--- src/rtl/bus_perr_report.sv ---
module bus_perr_report #(
  parameter int CONV_DLY = 2,
  parameter int PCIX_DLY = 3
) (
  input  logic       clk,
  input  logic       rst_n,
  input  logic       par_err_i,
  input  logic       pcix_mode_i,
  input  logic       per_en_i,
  input  logic       serr_en_i,
  input  logic       udr_en_i,
  input  logic       serr_det_ie_i,
  input  logic [2:0] imask_i,
  input  logic       wr_en_i,
  input  logic       wr_sel_i,
  input  logic [3:0] wr_data_i,
  output logic       perr_n_o,
  output logic       serr_n_o,
  output logic [2:0] status_o,
  output logic [3:0] istat_o,
  output logic       irq_o,
  output logic       keep_pend_o
);
  localparam int STG = PCIX_DLY - 1;

  logic [STG-1:0] pp_q, ps_q;
  logic perr_q, serr_q;
  logic fire_p, fire_s;
  logic [2:0] sts_set, sts_clr;
  logic [3:0] ist_set, ist_clr;

  always_ff @(posedge clk or negedge rst_n) begin
    if (!rst_n) begin
      pp_q <= '0;
      ps_q <= '0;
    end else begin
      pp_q[0] <= par_err_i & per_en_i;
      ps_q[0] <= par_err_i & per_en_i & serr_en_i & ~udr_en_i;
      for (int i = 1; i < STG; i++) begin
        pp_q[i] <= pp_q[i-1];
        ps_q[i] <= ps_q[i-1];
      end
    end
  end

  assign fire_p = pcix_mode_i ? pp_q[PCIX_DLY-2] : pp_q[CONV_DLY-2];
  assign fire_s = pcix_mode_i ? ps_q[PCIX_DLY-2] : ps_q[CONV_DLY-2];

  assign sts_set = {par_err_i, fire_s, fire_p};
  assign ist_set = {par_err_i & ~imask_i[2], fire_s & serr_det_ie_i,
                    fire_s & ~imask_i[1], fire_p & ~imask_i[0]};
  assign sts_clr = (wr_en_i && !wr_sel_i) ? wr_data_i[2:0] : 3'b000;
  assign ist_clr = (wr_en_i && wr_sel_i) ? wr_data_i : 4'b0000;

  always_ff @(posedge clk or negedge rst_n) begin
    if (!rst_n) begin
      perr_q   <= 1'b0;
      serr_q   <= 1'b0;
      status_o <= '0;
      istat_o  <= '0;
    end else begin
      perr_q   <= fire_p;
      serr_q   <= fire_s;
      status_o <= (status_o & ~sts_clr) | sts_set;
      istat_o  <= (istat_o & ~ist_clr) | ist_set;
    end
  end

  assign perr_n_o    = ~perr_q;
  assign serr_n_o    = ~serr_q;
  assign irq_o       = |istat_o;
  assign keep_pend_o = par_err_i;
endmodule


--- config.mk ---
export PLATFORM = sky130hd
export DESIGN_NAME = bus_perr_report
export DESIGN_NICKNAME = d
export VERILOG_FILES = /design/src/rtl/bus_perr_report.sv
export SDC_FILE = /design/constraint.sdc
export NUM_CORES = 1
export LEC_CHECK = 0
export BUFFER_PORTS_ARGS = -buffer_cell sky130_fd_sc_hd__clkbuf_2
export CORE_AREA = 2 2 39 41
export CTS_CLUSTER_DIAMETER = 80
export CTS_CLUSTER_SIZE = 28
export DETAILED_ROUTE_END_ITERATION = 10
export DIE_AREA = 0 0 41 43
export PLACE_DENSITY = 0.78
export SLEW_MARGIN = 20
export SYNTH_ARGS = -nofsm -noshare
export SYNTH_HDL_FRONTEND = slang
export SYNTH_SLANG_ARGS = --single-unit
--- constraint.sdc ---
create_clock -name clk -period 2.07 [get_ports clk]
set_input_delay 0.414 -clock clk [delete_from_list [all_inputs] [get_ports clk]]
set_output_delay 0.414 -clock clk [all_outputs]
set_load 0.02 [all_outputs]
Word level (Yosys, flattened, before mapping)

Index checks and enable logic that the tools add are counted.

Multiplexer cells: 4
Bitwise gates (word level): 19
Reductions and logical operators: 4

Operator list:

| cell               | count |
|---|---|
| bitwise AND 1 bit  | 7 |
| NOT 1 bit          | 6 |
| bitwise AND 4 bit  | 1 |
| two-way mux 4 bit  | 1 |
| NOT 4 bit          | 1 |
| OR 4 bit           | 1 |
| OR reduction 4 bit | 1 |
| bitwise AND 3 bit  | 1 |
| two-way mux 3 bit  | 1 |
| NOT 3 bit          | 1 |
| OR 3 bit           | 1 |
| logical AND 1 bit  | 2 |
| two-way mux 1 bit  | 2 |
| logical NOT 1 bit  | 1 |

Bits in registers: 13
Input port bits: 17
Output and inout bits: 11
Word-level logic and storage cells: 33

Depth between registers and ports, before layout

Gate-level depths: netlist of the first run.

Depth in word-level cells: 6
Gate-level depth with buffers: 2
Mapped depth without buffers: 2

Worst setup path after synthesis of the first run

No wires, ideal clock.

Kind: register to output
From: reg istat_o[2]
To: out irq_o
Data arrival time: 1096 ps
Required time: 1656 ps
Slack: 560 ps
Cell stages (with the launch flop): 2
Buffers on the path: 0
Path through: dfrtp_1 -> or4_1

Cells in the longest elaborated chain, start to end: 1

Ends and longest elaborated chain:

| item                   | RTL line | source |
|---|---|---|
| from (decl)            | 20       | `output logic [3:0] istat_o,` |
| from (signal assigned) | 65       | `istat_o <= (istat_o & ~ist_clr) \| ist_set;` |
| OR reduction 4 bit     | 71       | `assign irq_o = \|istat_o;` |
| to (decl)              | 21       | `output logic irq_o,` |

Every way passes these cells.

Final worst setup path of the first run

Same ends and word-level chain as after synthesis.

==> reports/metrics.yaml, run 1 <==
finish:
  area_growth_pct: 34.6
  drive_above_1_share_pct: 46.4
  antenna_cells: 0
  design_area_um2: 677
  fin_util_pct: 48.9
  nets: 87
floorplan:
  die_y_um: 43
  rows: 14
  ioPinCount: 28
  start_util_pct: 36.3
  core_area_um2: 1380
  die_w_um: 41
  dieArea_um2: 1760
global_route:
  grt_remaining_overflow: 0
  grt_max_degree: 14
  antenna_found_initial: 0
  track_usage_pct: 13.2
  grt_pass1_wl_mm: 1.55
  grt_pass1_vias: 398
sta:
  rsz0062_at_grt: "no"
  tightest_slew_ns: 0.322
  fin_setup_tns_ns: 0
  skew_ns: 0.000573
  slew_headroom_pct: 78.6
  slew_violations: 0
  setup_violations: 0
  period_needed_ns: 1.75
  layout_setup_ws_ns: 0.316
  min_period_over_period_pct: 84.7
  hold_viol_final: 0
  max_freq_mhz: 570
synthesis:
  avgSynthCellArea_um2: 12.9
  synthesis.area_um2: 503
  synth_seq_cells: 13
  ys_types: 15
  synthCells: 39
  ys_seq_area_share_pct: 64.7
  yosysWarnings: 0
  syn-num-nets: 56
clock_tree:
  ctsHoldBuffers: 0
  clockBufferDepth: 2
  clk_pin_slew_ns: 0.07
  htree_num_levels: 1
  post-cts-setup-buffers: 0
  cts_made_buffers: 3
  cts_root_buffer: "clkbuf_4"
  insertion_delay_ns: 0.26
  cts_resized: 0
  cts_tree: "built"
  cts_sinks: 13
critical_path:
  critPathCaptureType: "output port"
  path_class: "flop to output port"
  required_ns: 1.66
  start_kind: "flop"
  path_max_fanout: 3
  arrival_ns: 1.34
placed_design:
  gp_congestion: 0.692
  port_buffers: 27
  placed_area_um2: 651
  dp_slack_ns: 0.598
pwr:
  pwr-share-comb_pct: 19.7
  power.internal_w: 0.000397
  share_clk_of_total_power_pct: 27.0
  peakVddDrop_mv: 0.385
  finalPower_w: 0.000547
  p_seq_share_pct: 53.3
  p_sw_w: 0.000150
  leakage_nw: 0.381
  power_density_nw_per_um2: 808
  swShare_pct: 27.4
routing:
  detail-route-antenna-nets: 0
  wl_per_cell_um: 11.4
  drt_iter0_drc: 8
  drc: 0
  vias_per_cell: 4.74
  first_pass_iters: 4
  wl_um: 970
  vias: 403
outcome:
  outcome: "finished, final reports clean"
worst_hold_path:
  hold_class: "primary input to async pin"
job:
  max_cap_violations: 0
[per-stage QoR]
stage | std cells | hold WS [ns]
6_report | 85 | 0.0313
3_3_place_gp | 81 | 0.314
3_5_place_dp | 81 | 0.324
5_1_grt | 85 | 0.0421
4_1_cts | 85 | 0.0353
2_1_floorplan | 39 | 0.118
[layout make-up]
type | instances | area (um^2)
clock buffer | 4 | 26.3
fill | 130 | 707
inverter | 6 | 22.5
multi-input combinational | 19 | 148
sequential | 13 | 325
tap | 16 | 20.0
timing repair buffer | 27 | 135
[path summary, 6_finish.rpt]
check / from / end / slack, ns / depth (start not counted)
max: istat_o[2] / irq_o / 0.32 / 2
min: rst_n / serr_q / 0.03 / 1
max reg2reg: ps_q[0] / istat_o[1] / 1.04 / 2
min reg2reg: ps_q[0] / ps_q[1] / 0.40 / 0
max in group asynchronous: rst_n / istat_o[1] / 1.80 / 1
min in group clk: imask_i[0] / istat_o[0] / 0.33 / 2
[placed cells by master (no fill, tap or decap)]
| cell type | netlist | layout |
|---|---|---|
| clkbuf_2 | 0 | 27 |
| dfrtp_1 | 13 | 13 |
| inv_1 | 6 | 6 |
| nand3_1 | 4 | 4 |
| a22o_1 | 3 | 3 |
| clkbuf_4 | 0 | 3 |
| nand3b_1 | 2 | 2 |
| and3b_1 | 2 | 2 |
| mux2_4 | 1 | 1 |
| mux2i_1 | 1 | 1 |
| o2bb2ai_1 | 1 | 1 |
| a21o_2 | 1 | 1 |
| o21ai_0 | 1 | 1 |
| a21o_1 | 1 | 1 |
| or4_1 | 1 | 1 |
| and2_1 | 1 | 1 |
| clkbuf_1 | 0 | 1 |
[power groups by stage]
| stage | Clock [W] | Combinational (W) | Sequential [W] |
|---|---|---|---|
| after floorplan | 0 | 0.0000349 | 0.000317 |
| after global placement | 0 | 0.000109 | 0.000294 |
| after detailed placement | 0 | 0.000109 | 0.000297 |
| after CTS | 0.000154 | 0.000110 | 0.000292 |
| after global routing | 0.000165 | 0.000119 | 0.000295 |
| final | 0.000147 | 0.000108 | 0.000291 |
[logic make-up (layout without fill, tap and decap cells)]
family | Yosys count | after routing | synth area share, %
AO/OA/AOI/OAI | 7 | 7 | 11.2
flip-flops | 13 | 13 | 64.7
AND/OR/NAND/NOR | 10 | 10 | 13.2
buffers and inverters | 7 | 37 | 5.97
multiplexers | 2 | 2 | 4.97
[metal layers]
layer | vias to the layer above | routed length, um | global-route usage [%] | part of all wire, %
met5 | - | 0 | 0 | 0
met4 | 0 | 0 | 4.00 | 0
met3 | 0 | 111 | 5.24 | 11
met2 | 24 | 442 | 20.9 | 46
met1 | 186 | 416 | 15.6 | 43
li1 | 193 | - | - | -
[flip-flops by register name, indices dropped and copies added (netlist names)]
name	count
serr_q	1
perr_q	1
ps_q	2
pp_q	2
status_o	3
istat_o	4
[synth_stat cells]
cell / instances / area, um^2
mux2i_1: 1 / 10.0
dfrtp_1: 13 / 325
and2_1: 1 / 6.26
nand3b_1: 2 / 15.0
a21o_1: 1 / 7.51
o2bb2ai_1: 1 / 8.76
mux2_4: 1 / 15.0
and3b_1: 2 / 17.5
nand3_1: 4 / 20.0
a22o_1: 3 / 26.3
o21ai_0: 1 / 5.00
buf_4: 1 / 7.51
a21o_2: 1 / 8.76
inv_1: 6 / 22.5
or4_1: 1 / 7.51
[critical path: stages (launching register included)]
cell      delay, ns
dfrtp_1        0.39
or4_1          0.51
clkbuf_2       0.17
(Power assumes the default switching activity.)
==> run 2, diff against run 1 <==
CORE_AREA = default   (was 2 2 39 41)
CORE_MARGIN = 2   (was default)
CORE_UTILIZATION = 36   (was default)
DIE_AREA = default   (was 0 0 41 43)
clock period = 1.55 ns   (was 2.07 ns; I/O delays follow)
==> run 2 against run 1 <==
  * The flow now finishes with violations (setup timing)
  * Critical endpoint unchanged
  * Clock skew rose by 0.0043 ns
  * Cell count up 4.7%
  * Power grew 40%
  * Core utilization up 7.2 points
  * First-iteration DRC count shrank 75%
  * Largest power group unchanged
  * Wire length shrank 1.0%
  * Highest routed layer unchanged
==> reports/metrics.yaml, run 2 (synthesis results as in run 1) <==
sta:
  fin_setup_tns_ns: -0.116  # was 0 ns
  setup_violations: 1  # was 0
  layout_setup_ws_ns: -0.116  # was 0.316 ns
  min_period_over_period_pct: 107
  rsz0062_at_grt: "yes"  # was no
  slew_violations: 0  # unchanged
  slew_headroom_pct: 79.6  # was 78.6%
  hold_viol_final: 0  # unchanged
  tightest_slew_ns: 0.305  # was 0.322 ns
  period_needed_ns: 1.67
  whs_ns: 0.216  # was 0.0313 ns
  skew_ns: 0.00485  # was 0.000573 ns
  max_freq_mhz: 600
placed_design:
  placed_area_um2: 649  # was 651 um^2
  port_buffers: 27  # unchanged
  dpl.hpwl_um: 767
  gp_congestion: 0.684  # was 0.692
  dp_slack_ns: 0.165  # was 0.598 ns
floorplan:
  start_util_pct: 38.7  # was 36.3%
  dieArea_um2: 1710  # was 1760 um^2
  core_area_um2: 1300  # was 1380 um^2
  die_y_um: 41.4  # was 43 um
  die_w_um: 41.4  # was 41 um
  rows: 13  # was 14
  ioPinCount: 28  # unchanged
finish:
  final_common_cell: "clkbuf_2"  # unchanged
  fin_util_pct: 56.2  # was 48.9%
  largest_reg_flops: 4  # unchanged
  final_cell_mix: "26 x clkbuf_2, 13 x dfrtp_1, 6 x inv_1, 4 x nand3_1, 4 x buf_4"  # was 27 x clkbuf_2, 13 x dfrtp_1, 6 x inv_1, 4 x nand3_1
  regMostFlops: "istat_o"  # unchanged
  nets: 92  # was 87
  antenna_cells: 0  # unchanged
  largest_registers: "istat_o (4), status_o (3)"  # unchanged
  area_growth_pct: 45.3  # was 34.6%
  design_area_um2: 731  # was 677 um^2
  drive_above_1_share_pct: 51.4  # was 46.4%
critical_path:
  path_class: "flop to output port"  # unchanged
  cpPeakStageDelay_ns: 0.55  # was 0.51 ns
  arrival_ns: 1.36  # was 1.34 ns
  required_ns: 1.24  # was 1.66 ns
  start_kind: "flop"  # unchanged
  critPathCaptureType: "output port"  # unchanged
  path_max_fanout: 2  # was 3
  cp_cell_sequence: "or4_4 > buf_8"  # was or4_1 > clkbuf_2
  slowest_stage: "or4_4"  # was or4_1
routing:
  detail-route-antenna-nets: 0  # unchanged
  drc: 0  # unchanged
  drt_iter0_drc: 2  # was 8
  vias: 413  # was 403
  vias_per_cell: 4.64  # was 4.74
  wl_per_cell_um: 10.8  # was 11.4 um
  wl_um: 960  # was 970 um
  first_pass_iters: 2  # was 4
global_route:
  track_usage_pct: 13.0  # was 13.2%
  grt_max_degree: 14  # unchanged
  grt_pass1_vias: 358  # was 398
  grt_remaining_overflow: 0  # unchanged
  grt_pass1_wl_mm: 1.48  # was 1.55 mm
  antenna_found_initial: 0  # unchanged
clock_tree:
  cts_sinks: 13  # unchanged
  htree_num_levels: 1  # unchanged
  cts_made_buffers: 3  # unchanged
  insertion_delay_ns: 0.26  # about the same
  clockBufferDepth: 2  # unchanged
  cts_root_buffer: "clkbuf_4"  # unchanged
  cts_tree: "built"  # unchanged
  clk_pin_slew_ns: 0.08  # was 0.07 ns
pwr:
  leakage_nw: 0.413  # was 0.381 nW
  power_density_nw_per_um2: 1050  # was 808 nW/um^2
  peakVddDrop_mv: 0.892  # was 0.385 mV
job:
  max_cap_violations: 0  # unchanged
worst_hold_path:
  hold_class: "primary input to flop"  # was primary input to async pin
outcome:
  violations: "setup timing"
  outcome: "finished with violations"  # was finished, final reports clean
-- run 2: changes by cell type in the layout (fill, tap and decap cells not counted), sizes merged --
cell	before	now
buf	0	5
clkbuf	31	29
clkinv	0	1
dlygate4sd3	0	1
-- run 2: worst paths after layout --
path | cells after the start | to | slack [ns] | startpoint
min in group asynchronous | 2 | istat_o[0] | 0.45 | rst_n
worst min register to register | 0 | ps_q[1] | 0.38 | ps_q[0]
worst max-delay path | 2 | irq_o | -0.12 | istat_o[3]
worst max register to register | 2 | istat_o[2] | 0.54 | ps_q[0]
worst min-delay path | 2 | istat_o[0] | 0.22 | imask_i[0]
max in group asynchronous | 2 | istat_o[2] | 0.86 | rst_n
-- run 2: worst max-delay path, delay by kind of cell (launching register included) --
kind                   cells  cell delay (ns)
flip-flops                 1             0.39
buffers and inverters      1             0.15
AND/OR/NAND/NOR            1             0.55
-- run 2: stage by stage --
stage               instances  power, W
CTS                        88  0.000764
detailed placement         80  0.000542
global placement           80  0.000537
floorplan                  39  0.000471
finish                     89  0.000764
global route               89  0.000799
-- run 2: per-layer routing --
metal  global-route usage [%]  up-vias  routed length [um]
li1                         -      204                   -
met1                     18.8      186                 420
met3                     4.26        0                 102
met4                        0        0                   0
met2                     20.3       23                 437
met5                        0        -                   0
-- run 2: what timing repair did --
| action | CTS | global route |
|---|---|---|
| pin swaps | 1 | 0 |
| endpoints found under the setup margin | 1 | 1 |
| cloned | 0 | 0 |
| hold buffers | 1 | 0 |
| hold endpoints to repair | 13 | 0 |
| setup buffers | 3 | 1 |
| resized for setup | 2 | 2 |
-- run 2: area by class of cell --
cell class,instances,area (um^2)
fill,125,571
multi-input combinational,19,151
inverter,6,22.5
clock inverter,1,5.00
sequential,13,325
clock buffer,3,22.5
tap,15,18.8
timing repair buffer,32,185
-- run 2: report_power, final --
part	switching, W	internal [W]	total [W]
sequential	0.0000177	0.000370	0.000388
clock	0.000105	0.0000951	0.000200
combinational	0.0000912	0.0000854	0.000177
